===== src/rtl/cctl_pkg.sv =====
package cctl_pkg;
    localparam int FRAME_W   = 16;
    localparam int DATA_W    = 10;
    localparam int ADDR_W    = 4;
    localparam int PEAK_W    = 6;
    localparam int NUM_MODE  = 11;
    localparam int NUM_PEAK  = 2;
    localparam int VOL_BASE  = 2;
    localparam int NUM_VOL   = 6;
    localparam int HDR_BITS  = FRAME_W - DATA_W;
    localparam int PEAK_BASE = NUM_MODE;
    localparam int PEAK_PAD  = DATA_W - PEAK_W;
    localparam int CNT_W     = $clog2(FRAME_W + 1);

    typedef struct packed {
        logic [ADDR_W-1:0] addr;
        logic              rd;
        logic              rsv;
        logic [DATA_W-1:0] data;
    } frame_t;
endpackage


===== src/rtl/cctl_sync.sv =====
module cctl_sync #(
    parameter int         W       = 1,
    parameter logic [W-1:0] RST_VAL = '0
) (
    input  logic         clk,
    input  logic         rst_n,
    input  logic [W-1:0] d_i,
    output logic [W-1:0] q_o
);
    typedef struct packed {
        logic [W-1:0] s1;
        logic [W-1:0] s2;
    } sync_t;

    sync_t st_d, st_q;

    always_comb begin
        st_d    = st_q;
        st_d.s1 = d_i;
        st_d.s2 = st_q.s1;
    end

    always_ff @(posedge clk or negedge rst_n) begin
        if (!rst_n) st_q <= '{s1: RST_VAL, s2: RST_VAL};
        else        st_q <= st_d;
    end

    assign q_o = st_q.s2;
endmodule


===== src/rtl/cctl_spi_rx.sv =====
module cctl_spi_rx
    import cctl_pkg::*;
(
    input  logic              clk,
    input  logic              rst_n,
    input  logic              sclk_i,
    input  logic              cs_n_i,
    input  logic              mosi_i,
    input  logic [DATA_W-1:0] rd_word_i,
    output logic [ADDR_W-1:0] hdr_addr_o,
    output logic              hdr_rsv_o,
    output logic              done_o,
    output frame_t            frame_o,
    output logic              miso_o
);
    typedef struct packed {
        logic               sclk_prev;
        logic [CNT_W-1:0]   cnt;
        logic [FRAME_W-1:0] sh;
        logic [DATA_W-1:0]  rd_sh;
        logic               miso;
        logic               hdr_vld;
        logic               done;
    } rx_t;

    rx_t st_d, st_q;
    logic rise, fall;

    assign rise = sclk_i & ~st_q.sclk_prev;
    assign fall = ~sclk_i & st_q.sclk_prev;

    always_comb begin
        st_d           = st_q;
        st_d.sclk_prev = sclk_i;
        st_d.hdr_vld   = 1'b0;
        st_d.done      = 1'b0;
        if (cs_n_i) begin
            st_d.cnt   = '0;
            st_d.miso  = 1'b0;
            st_d.rd_sh = '0;
        end else begin
            if (rise && st_q.cnt < CNT_W'(FRAME_W)) begin
                st_d.sh  = {st_q.sh[FRAME_W-2:0], mosi_i};
                st_d.cnt = st_q.cnt + 1'b1;
                if (st_q.cnt == CNT_W'(HDR_BITS - 1)) st_d.hdr_vld = 1'b1;
                if (st_q.cnt == CNT_W'(FRAME_W - 1))  st_d.done    = 1'b1;
            end
            if (fall && st_q.cnt >= CNT_W'(HDR_BITS) && st_q.cnt < CNT_W'(FRAME_W)) begin
                st_d.miso  = st_q.rd_sh[DATA_W-1];
                st_d.rd_sh = {st_q.rd_sh[DATA_W-2:0], 1'b0};
            end
            if (st_q.hdr_vld) st_d.rd_sh = rd_word_i;
        end
    end

    always_ff @(posedge clk or negedge rst_n) begin
        if (!rst_n) st_q <= '0;
        else        st_q <= st_d;
    end

    assign hdr_addr_o = st_q.sh[HDR_BITS-1:2];
    assign hdr_rsv_o  = st_q.sh[0];
    assign done_o     = st_q.done;
    assign frame_o    = frame_t'(st_q.sh);
    assign miso_o     = st_q.miso;


    miso_quiet_hdr_chk: assert property (@(posedge clk) disable iff (!rst_n)
        (st_q.cnt < CNT_W'(HDR_BITS)) |-> !st_q.miso);


    cnt_limit_chk: assert property (@(posedge clk) disable iff (!rst_n)
        st_q.cnt <= CNT_W'(FRAME_W));
endmodule


===== src/rtl/cctl_regbank.sv =====
module cctl_regbank
    import cctl_pkg::*;
(
    input  logic                                clk,
    input  logic                                rst_n,
    input  logic [ADDR_W-1:0]                   hdr_addr_i,
    input  logic                                hdr_rsv_i,
    output logic [DATA_W-1:0]                   rd_word_o,
    input  logic                                commit_i,
    input  frame_t                              frame_i,
    input  logic [NUM_PEAK-1:0][PEAK_W-1:0]     peak_lvl_i,
    input  logic [NUM_PEAK-1:0]                 peak_vld_i,
    output logic [NUM_MODE-1:0][DATA_W-1:0]     mode_o,
    output logic [NUM_PEAK-1:0]                 peak_clr_o
);
    typedef struct packed {
        logic [NUM_MODE-1:0][DATA_W-1:0] mode;
        logic [NUM_PEAK-1:0][PEAK_W-1:0] peak;
        logic [NUM_PEAK-1:0]             clr;
    } bank_t;

    function automatic bank_t bank_rst();
        bank_t b;
        b = '0;
        for (int m = 0; m < NUM_MODE; m++)
            if (m >= VOL_BASE && m < VOL_BASE + NUM_VOL) b.mode[m] = '1;
        b.peak = '1;
        return b;
    endfunction

    bank_t st_d, st_q;

    always_comb begin
        st_d     = st_q;
        st_d.clr = '0;
        for (int p = 0; p < NUM_PEAK; p++)
            if (peak_vld_i[p] && peak_lvl_i[p] < st_q.peak[p]) st_d.peak[p] = peak_lvl_i[p];
        if (commit_i && !frame_i.rsv) begin
            for (int m = 0; m < NUM_MODE; m++)
                if (!frame_i.rd && int'(frame_i.addr) == m) st_d.mode[m] = frame_i.data;
            for (int p = 0; p < NUM_PEAK; p++)
                if (frame_i.rd && int'(frame_i.addr) == PEAK_BASE + p) begin
                    st_d.clr[p]  = 1'b1;
                    st_d.peak[p] = peak_vld_i[p] ? peak_lvl_i[p] : '1;
                end
        end
    end

    always_ff @(posedge clk or negedge rst_n) begin
        if (!rst_n) st_q <= bank_rst();
        else        st_q <= st_d;
    end

    always_comb begin
        rd_word_o = '0;
        if (!hdr_rsv_i) begin
            for (int m = 0; m < NUM_MODE; m++)
                if (int'(hdr_addr_i) == m) rd_word_o = st_q.mode[m];
            for (int p = 0; p < NUM_PEAK; p++)
                if (int'(hdr_addr_i) == PEAK_BASE + p)
                    rd_word_o = {st_q.peak[p], {PEAK_PAD{1'b0}}};
        end
    end

    assign mode_o     = st_q.mode;
    assign peak_clr_o = st_q.clr;

    logic [NUM_MODE-1:0][DATA_W-1:0] mode_w;
    logic [NUM_PEAK-1:0][PEAK_W-1:0] pk_w;
    assign mode_w = st_q.mode;
    assign pk_w   = st_q.peak;


    mode_hold_idle_chk: assert property (@(posedge clk) disable iff (!rst_n)
        !commit_i |=> $stable(mode_w));


    mode_hold_rsv_chk: assert property (@(posedge clk) disable iff (!rst_n)
        (commit_i && frame_i.rsv) |=> $stable(mode_w));


    clr_single_chk: assert property (@(posedge clk) disable iff (!rst_n)
        $onehot0(peak_clr_o));

    for (genvar p = 0; p < NUM_PEAK; p++) begin : g_pk_chk

        peak_no_rise_chk: assert property (@(posedge clk) disable iff (!rst_n)
            !peak_clr_o[p] |-> (pk_w[p] <= $past(pk_w[p])));
    end
endmodule


===== src/rtl/codec_ctrl_regfile.sv =====
module codec_ctrl_regfile
    import cctl_pkg::*;
(
    input  logic                          clk,
    input  logic                          rst_n,
    input  logic                          spi_sclk,
    input  logic                          spi_cs_n,
    input  logic                          spi_mosi,
    output logic                          spi_miso,
    output logic [NUM_MODE*DATA_W-1:0]    mode_regs,
    input  logic [NUM_PEAK*PEAK_W-1:0]    peak_lvl,
    input  logic [NUM_PEAK-1:0]           peak_vld,
    output logic [NUM_PEAK-1:0]           peak_clr
);
    logic [2:0]                      pins_s;
    logic [DATA_W-1:0]               rd_word;
    logic [ADDR_W-1:0]               hdr_addr;
    logic                            hdr_rsv;
    logic                            done;
    frame_t                          frame;
    logic [NUM_MODE-1:0][DATA_W-1:0] mode_w;
    logic [NUM_PEAK-1:0][PEAK_W-1:0] lvl_w;

    assign lvl_w     = peak_lvl;
    assign mode_regs = mode_w;

    cctl_sync #(.W(3), .RST_VAL(3'b010)) u_sync (
        .clk   (clk),
        .rst_n (rst_n),
        .d_i   ({spi_sclk, spi_cs_n, spi_mosi}),
        .q_o   (pins_s)
    );

    cctl_spi_rx u_rx (
        .clk        (clk),
        .rst_n      (rst_n),
        .sclk_i     (pins_s[2]),
        .cs_n_i     (pins_s[1]),
        .mosi_i     (pins_s[0]),
        .rd_word_i  (rd_word),
        .hdr_addr_o (hdr_addr),
        .hdr_rsv_o  (hdr_rsv),
        .done_o     (done),
        .frame_o    (frame),
        .miso_o     (spi_miso)
    );

    cctl_regbank u_bank (
        .clk        (clk),
        .rst_n      (rst_n),
        .hdr_addr_i (hdr_addr),
        .hdr_rsv_i  (hdr_rsv),
        .rd_word_o  (rd_word),
        .commit_i   (done),
        .frame_i    (frame),
        .peak_lvl_i (lvl_w),
        .peak_vld_i (peak_vld),
        .mode_o     (mode_w),
        .peak_clr_o (peak_clr)
    );
endmodule


===== config.mk =====
export PLATFORM = sky130hd
export DESIGN_NAME = codec_ctrl_regfile
export DESIGN_NICKNAME = d
export VERILOG_FILES = /design/src/rtl/cctl_pkg.sv /design/src/rtl/cctl_sync.sv /design/src/rtl/cctl_spi_rx.sv /design/src/rtl/cctl_regbank.sv /design/src/rtl/codec_ctrl_regfile.sv
export SDC_FILE = /design/constraint.sdc
export NUM_CORES = 1
export LEC_CHECK = 0
export BUFFER_PORTS_ARGS = -buffer_cell sky130_fd_sc_hd__buf_2
export CORE_UTILIZATION = 40
export CTS_CLUSTER_DIAMETER = 120
export CTS_CLUSTER_SIZE = 25
export DETAILED_ROUTE_END_ITERATION = 8
export GPL_ROUTABILITY_DRIVEN = 0
export MAX_ROUTING_LAYER = met4
export PLACE_DENSITY = 0.58
export SYNTH_ARGS = -nofsm -noshare
export SYNTH_HDL_FRONTEND = slang
export SYNTH_HIERARCHICAL = 1
export SYNTH_SLANG_ARGS = --single-unit

===== constraint.sdc =====
create_clock -name clk -period 4.74 [get_ports clk]
set_clock_uncertainty 0.1 [all_clocks]
set_input_delay 0.948 -clock clk [delete_from_list [all_inputs] [get_ports clk]]
set_output_delay 0.948 -clock clk [all_outputs]
set_load 0.02 [all_outputs]

# --- Word level (Yosys, flattened, before mapping) ---
# Cells that the tools add are included.
totals:
  in_bits: 19
  ff_bits: 165
classes:
  magnitude_cmp: 4
  n_addsub: 1
  eq_ne: 26
  n_reduce_logical: 38
  muxes: 32
  bitwise_logic: 5
op_table:
  columns: ["op", "count"]
  rows:
  - ["two-way mux 10 bit", 15]
  - ["== test 4 bit, second input constant", 16]
  - ["two-way mux 6 bit", 6]
  - ["== test 4 x 3 -> 1 bit, second input constant", 6]
  - ["AND reduction 2 bit", 12]
  - ["two-way mux 11 bit", 2]
  - ["two-way mux 21 bit", 1]
  - ["logical AND 1 bit", 19]
  - ["two-way mux 14 bit", 1]
  - ["less-than comparator 6 bit", 2]
  - ["== test 4 x 2 -> 1 bit, second input constant", 2]
  - ["zero test 4 bit", 2]
  - ["adder 5 x 1 -> 5 bit, second input constant", 1]
  - ["== test 5 x 3 -> 1 bit, second input constant", 1]
  - ["== test 5 x 4 -> 1 bit, second input constant", 1]
  - ["greater-or-equal comparator 5 x 3 -> 1 bit, second input constant", 1]
  - ["less-than comparator 5 bit, second input constant", 1]
  - ["two-way mux 5 bit", 1]
  - ["two-way mux 1 bit", 4]
  - ["two-way mux 2 bit", 2]
  - ["nonzero test 2 bit", 2]
  - ["NOT 1 bit", 3]
  - ["nonzero test 3 bit", 1]
  - ["AND 1 bit", 2]
  - ["zero test 1 bit", 2]

# --- Depth between registers and ports, before layout ---
# Gate-level depths: netlist of run 1.
logic_depth:
  depth_word: 17
  ltp_mapped: 12

# --- Hierarchy ---
# Netlist of run 1, hierarchy kept.
modules_own_cells:
  columns: ["module", "instances", "cells_each", "area_each_um2", "seq_area_each_um2"]
  rows:
  - ["cctl_regbank", 1, 551, 6518.8, 3193.1]
  - ["cctl_spi_rx", 1, 152, 1845.5, 875.8]
  - ["cctl_sync", 1, 6, 152.6, 152.6]

# --- Least setup slack after synthesis of run 1 ---
# No wires, ideal clock.
synth_timing:
  kind: "input -> register"
  start: "input port peak_lvl[8]"
  end: "register u_bank.st_q, in the netlist u_bank/pk_w[10]"
  path_slack_ns: 2.460
  path_stages: 7
  t_arrival_ns: 2.101
  setup_time_ns: 0.080
  required_ns: 4.560
  path_buffers: 1
  path_cell_list: "ha_1 -> nand2_1 -> o21ai_1 -> a41oi_1 -> or2_2 -> buf_2 -> o22a_1"
synth_rtl:
  columns: ["element", "line_no", "rtl"]
  rows:
  - ["from (decl)", "codec_ctrl_regfile.sv:11", "input logic [NUM_PEAK*PEAK_W-1:0] peak_lvl,"]
  - ["to (signal assigned)", "cctl_regbank.sv:50", "if (!rst_n) st_q <= bank_rst();"]
  - ["to (signal assigned)", "cctl_regbank.sv:51", "else st_q <= st_d;"]
  - ["to (decl)", "cctl_regbank.sv:31", "bank_t st_d, st_q;"]

# --- Final worst setup path of run 1 ---
layout_timing:
  start: "register u_rx.st_q, in the netlist u_rx/frame_o[2]"
  end: "register u_rx/st_q[12] (netlist name)"
layout_between:
  elab_chain_cells: 17
layout_lines:
  columns: ["element", "line_no", "rtl"]
  rows:
  - ["from (decl)", "cctl_spi_rx.sv:26", "rx_t st_d, st_q;"]
  - ["from (signal assigned)", "cctl_spi_rx.sv:58", "else st_q <= st_d;"]
  - ["zero test 4 bit", "cctl_regbank.sv:58", "if (int'(hdr_addr_i) == m) rd_word_o = st_q.mode[m];"]
  - ["two-way mux 10 bit (11 in series)", "cctl_regbank.sv:58", null]
  - ["two-way mux 10 bit", "cctl_regbank.sv:60", "if (int'(hdr_addr_i) == PEAK_BASE + p)"]
  - ["two-way mux 10 bit (*)", "cctl_regbank.sv:60", null]
  - ["two-way mux 10 bit (*)", "cctl_regbank.sv:56", "if (!hdr_rsv_i) begin"]
  - ["via rd_word[9]", "codec_ctrl_regfile.sv:16", "logic [DATA_W-1:0] rd_word;"]
  - ["two-way mux 10 bit (*)", "cctl_spi_rx.sv:52", "if (st_q.hdr_vld) st_d.rd_sh = rd_word_i;"]
  - ["two-way mux 11 bit (*)", "cctl_spi_rx.sv:37", "if (cs_n_i) begin"]
# Mark *: on every way through the listed nets, which the timed path passes. The rest lies on a longest branch.
# A chain may end at the register's enable or synchronous reset.

==> results of run 1 <==
==> kinds of logic (layout without fill, tap and decap cells) <==
family,Yosys count,count (layout),synth area share
flops,165,165,0.4957
mux,162,162,0.2174
compound gates,146,146,0.1161
simple gates,134,134,0.09241
buf+inv,88,191,0.05788
fa+ha+maj,14,14,0.02057
other cells,0,2,0
==> registers in the layout, summed over array words and instances, names as in the netlist <==
signal / count
u_bank/mode_o: 110
u_bank/peak_clr_o: 2
u_bank/pk_w: 12
u_rx/done_o: 1
u_rx/frame_o: 16
u_rx/miso_o: 1
u_rx/st_q: 17
u_sync/q_o: 3
u_sync/st_d: 3
==> power breakdown <==
group	total [mW]	internal, mW	switching, mW
combinational	1.04	0.390	0.647
sequential	1.80	1.53	0.266
clock	1.45	0.847	0.606
total	4.29	2.77	1.52
==> metal layers <==
metal  vias to the layer above  global-route usage  routed length (microns)
li1                       2745                   -                        -
met1                      3114              0.3023                    10600
met2                       212              0.3696                    11670
met3                        24             0.04907                     1400
met4                         0             0.06289                      358
met5                         -                   -                        0
==> worst max-delay path by stage <==
stage	startpoint	to	cells after the start	slack [ps]
6_report	u_rx/frame_o[2]	u_rx/st_q[12]	9	1650
5_1_grt	u_rx/frame_o[2]	u_rx/st_q[8]	9	1480
4_1_cts	u_rx/frame_o[2]	u_rx/st_q[8]	9	1680
3_5_place_dp	u_rx/frame_o[2]	u_rx/st_q[8]	9	1690
3_3_place_gp	u_rx/frame_o[2]	u_rx/st_q[8]	9	1810
2_1_floorplan	peak_lvl[8]	u_bank/pk_w[10]	7	2460
==> Yosys cell counts, types with 4 or more instances <==
library cell and count:
mux2_4 9, mux2_2 125, inv_1 23, buf_4 25
ha_1 14, buf_2 18, nand2b_1 6, dfrtp_1 91
mux2i_1 23, or2_2 4, buf_6 4, o22a_1 12
dfstp_2 74, clkbuf_1 17, a21oi_1 30, a22oi_1 8
o21a_1 6, nor2_1 37, nor3b_2 5, o21ai_0 34
nand3b_1 4, o22ai_1 4, nand2_2 6, nand2_1 19
a221oi_1 5, a31oi_1 7, nor2b_1 17, nand3_1 6
==> area by class of cell <==
class / instances / area share
inverter: 23 / 0.008815
multi-input combinational: 456 / 0.3882
antenna: 2 / 0.0005110
sequential: 165 / 0.4313
clock inverter: 14 / 0.01955
timing repair buffer: 136 / 0.07269
tap: 275 / 0.03513
clock buffer: 18 / 0.04382
==> results.yml, run 1 <==
run_status:
  outcome: "completed"
hold_path:
  holdPathEnd: "u_sync/q_o[0]"
  whs_path_depth: 0
  hp-start: "u_sync/st_d[0]"
  min_path_type: "reg -> reg"
floorplan:
  die-area_sq_um: 21880
  dieHeight_microns: 147.9
  core-area_sq_um: 20960
  start_util: 0.4064
  die_w_microns: 147.9
  ioPinCount: 132
  row_count: 53
final_layout:
  drive_above_1_share: 0.4988
  final_cells: 1089
  nNetsFinal: 832
  nFillCells: 1961
  fin_area_sq_um: 9794
  layout_commonest_cell: "buf_2"
  layout_common_cells: "buf_2, mux2_2, dfrtp_1"
  multi_input_area_sq_um: 3802
  seq_area_sq_um: 4224
  utilization: 0.4674
  syn_to_final_growth_pct: 15.00
cts:
  clockBufferDepth: 2
  ctsResizeCount: 0
  cts_tree: "yes"
  path_clk_slew_ps: 70
  cts_hold_buffers: 0
  cts_sinks: 165
  cts_buffers: 17
  htreeDepth: 4
  root_buffer: "clkbuf_16"
  insertion_delay_ps: 430
  cts_setup_buffers: 0
timing:
  period_needed_ps: 3086
  setup_slack_ps: 1654
  finalCritPeriodShare: 0.6511
  hold_viol_final: 0
  setup_viol: 0
  finalMaxSlewViolations: 0
  finalHoldWorstSlack_ps: 249.8
  relSlewSlack: 0.3343
  timing.fmax_mhz: 324.0
  tightest_slew_ps: 998.5
  fin_setup_tns_ps: 0
  rsz0062_at_grt: "no"
yosys:
  synth-edff-count: 0
  ys_ff_latch: 165
  yosysSeqAreaShare: 0.4957
  ys_types: 72
  synth_largest_area_cell: "dfrtp_1"
  synth_top_cell_area_share: 0.2674
  syn_area_per_cell_sq_um: 12.01
  synthCells: 709
  synth_fp_nets: 742
  synth_flop_cell: "dfrtp_1"
  yosysWarnings: 6
  ys_async_sr_fraction: 1.000
  syn-cell-area_sq_um: 8517
  synth_area_leaders: "dfrtp_1, dfstp_2, mux2_2"
drt:
  first_iter_violations: 473
  vias_per_cell: 5.597
  post_drt_wl_per_cell_microns: 22.07
  drt_first_pass_iters: 5
  drc_errors: 0
  wl_microns: 24030
  antenna_left: 0
  num_vias: 6095
power_and_ir_drop:
  leakage_nw: 4.663
  ir_drop_uv: 219.5
  pwr_density_cell_nw_per_um2: 438.1
  totalPowerFinal_mw: 4.291
critical_path:
  cp_data_arrival_time_ps: 3340
  crit_top_cell: "mux2i_1"
  cp.required_ps: 4990
  cp-start-kind: "register"
  crit_path_end_kind: "register"
  slowest_delay_ps: 690
  path_cells: "buf_4, nor2b_1, a22oi_1, nor2_1, a2111oi_2, a21oi_1, mux2i_1, or2_2, mux2i_1"
  worst-path-buf-inv: 1
  ff2ff_path_depth: 9
  r2r-start: "u_rx/frame_o[2]"
  critPathTopFamily: "simple AND/OR/NAND/NOR gates"
  critical_path.slowest_cell: "nor2b_1"
  path_max_fanout: 36
  rrSetupSlack_ps: 1650
  worstReg2RegEnd: "u_rx/st_q[12]"
  crit_type: "reg -> reg"
placed_design:
  placed_cells: 1055
  place.detailed.hpwl_microns: 16910
  place_area_sq_um: 9169
  dp_slack_ps: 1693
  numPortBuffers: 131
global_routing:
  grt_pass1_vias: 6204
  grt_pass1_wl_microns: 36900
  grt_use_total: 0.2331
  grt_max_degree: 110
  antenna_found_initial: 2
  gr-total-overflow: 0
run:
  max_cap_viol_count: 0
No activity file was read; power rests on OpenSTA's default activity.
==> run 2: changes to the inputs <==
PLACE_DENSITY = 0.6   (was 0.58)
clock period = 2.8 ns   (was 4.74 ns; I/O delays follow)
==> results.yml, run 2 (synthesis results as in run 1) <==
run_status:
  outcome: "completed"
global_routing:
  met3_usage: 0.03611
  grt_pass1_wl_microns: 35980
  grt_use_total: 0.2290
  grtUsageMet2: 0.3578
  top_usage_layer: "met2"
  use_met1: 0.3069
  grt_max_degree: 56
  grt_pass1_vias: 5981
  antenna_found_initial: 0
  gr-total-overflow: 0
floorplan:
  start_util: 0.4064
  row_count: 53
  dieHeight_microns: 147.9
  die-area_sq_um: 21880
  ioPinCount: 132
  die_w_microns: 147.9
  core-area_sq_um: 20960
cts:
  clockBufferDepth: 2
  cts_setup_buffers: 0
  cts_buffers: 17
  cts_sinks: 165
  path_clk_slew_ps: 60
  insertion_delay_ps: 440
  htreeDepth: 4
  cts_hold_buffers: 1
  ctsResizeCount: 0
  cts_tree: "yes"
  root_buffer: "clkbuf_16"
timing:
  finalMaxSlewViolations: 0
  hold_viol_final: 0
  timing.fmax_mhz: 396.9
  rsz0062_at_grt: "no"
  tightest_slew_ps: 812.4
  fin_setup_tns_ps: 0
  period_needed_ps: 2519
  relSlewSlack: 0.4584
  finalCritPeriodShare: 0.8998
  setup_viol: 0
critical_path:
  cp.required_ps: 3020
  critical_path.slowest_cell: "dfrtp_2"
  path_cells: "buf_12, buf_4, o21ai_0, a222oi_1, a221oi_1, mux2i_1, nor2_1, mux2_2"
  crit_path_end_kind: "register"
  critPathLaunch: "u_rx/frame_o[2]"
  crit_type: "reg -> reg"
  worst-path-buf-inv: 2
  r2r-start: "u_rx/frame_o[2]"
  slowest_delay_ps: 560
  cp_data_arrival_time_ps: 2740
  path_max_fanout: 28
  critPathTopFamily: "compound AO/OA/AOI/OAI gates"
  cp-start-kind: "register"
drt:
  post_drt_wl_per_cell_microns: 21.69
  drt_first_pass_iters: 6
  antenna_left: 0
  vias_per_cell: 5.551
  num_vias: 6134
  wl_microns: 23960
  first_iter_violations: 503
  drc_errors: 0
final_layout:
  largest_reg_flops: 110
  insertedDiodeCount: 0
  layout_common_cells: "buf_2, mux2_2, dfrtp_1"
  final_cells: 1105
  multi_input_area_sq_um: 3802
  nNetsFinal: 850
  seq_area_sq_um: 4224
  nFillCells: 1965
  layout_commonest_cell: "buf_2"
  drive_above_1_share: 0.5072
  syn_to_final_growth_pct: 16.47
power_and_ir_drop:
  power_frac_clock: 0.321
  power_switching_mw: 2.541
  ir_drop_uv: 493.6
  power.internal_mw: 4.738
  leakage_nw: 4.753
  switching_share: 0.3491
  pwr_density_cell_nw_per_um2: 733.9
  power_frac_seq: 0.409
  totalPowerFinal_mw: 7.280
  combinationalPowerShare: 0.269
placed_design:
  place.detailed.hpwl_microns: 16840
  numPortBuffers: 131
  placed_cells: 1072
hold_path:
  hp-start: "spi_cs_n"
  min_path_type: "in -> reg"
run:
  max_cap_viol_count: 0
[run 2: power by group through the flow]
| stage | logic [mW] | registers (mW) | clock network [mW] |
|---|---|---|---|
| final | 1.96 | 2.98 | 2.34 |
| after global routing | 2.15 | 3.02 | 2.47 |
| after CTS | 1.94 | 2.98 | 2.37 |
| after detailed placement | 1.93 | 3.01 | 0 |
| after global placement | 1.91 | 3.01 | 0 |
| after floorplan | 1.66 | 2.72 | 0 |
[run 2: layout make-up]
type                    instances  share of cell area
multi-input cells             456              0.3833
flip-flops and latches        165              0.4258
clock buffers                  21             0.04642
well taps                     275             0.03469
clock inverters                11             0.01287
repair buffers                154             0.08817
inverters                      23            0.008703
[run 2: layer usage]
metal,part of all wire,wire length [microns]
met5,0,0
met4,0.015,348
met3,0.045,1088
met2,0.48,11410
met1,0.46,11120
[run 2: worst paths after layout]
check	end	slack, ps	cells past startpoint
max	u_rx/st_q[4]	280	8
min	u_sync/st_d[1]	120	1
max reg2reg	u_rx/st_q[4]	280	8
min reg2reg	u_sync/q_o[2]	250	0
max in group asynchronous	u_bank/mode_o[33]	1370	3
min in group asynchronous	u_bank/mode_o[15]	510	2
[run 2: per-stage QoR]
| step | util | hold slack (ps) | worst slack [ps] | cell area, sq um |
|---|---|---|---|---|
| finish | 0.4734 | 117.9 | 280.6 | 9920 |
| detailed placement | 0.4448 | 234.7 | 311.0 | 9321 |
| global placement | 0.4448 | 235.6 | 316.3 | 9321 |
| global route | 0.4734 | 108.5 | 113.9 | 9920 |
| CTS | 0.4734 | 106.1 | 300.0 | 9920 |
| floorplan | - | 164.4 | 600.0 | 8517 |
[run 2: worst register-to-register path: stages, from the launching register on]
cell and delay [ps]:
dfrtp_2 560, buf_12 220, buf_4 340, o21ai_0 180
a222oi_1 340, a221oi_1 150, mux2i_1 190, nor2_1 60
mux2_2 270
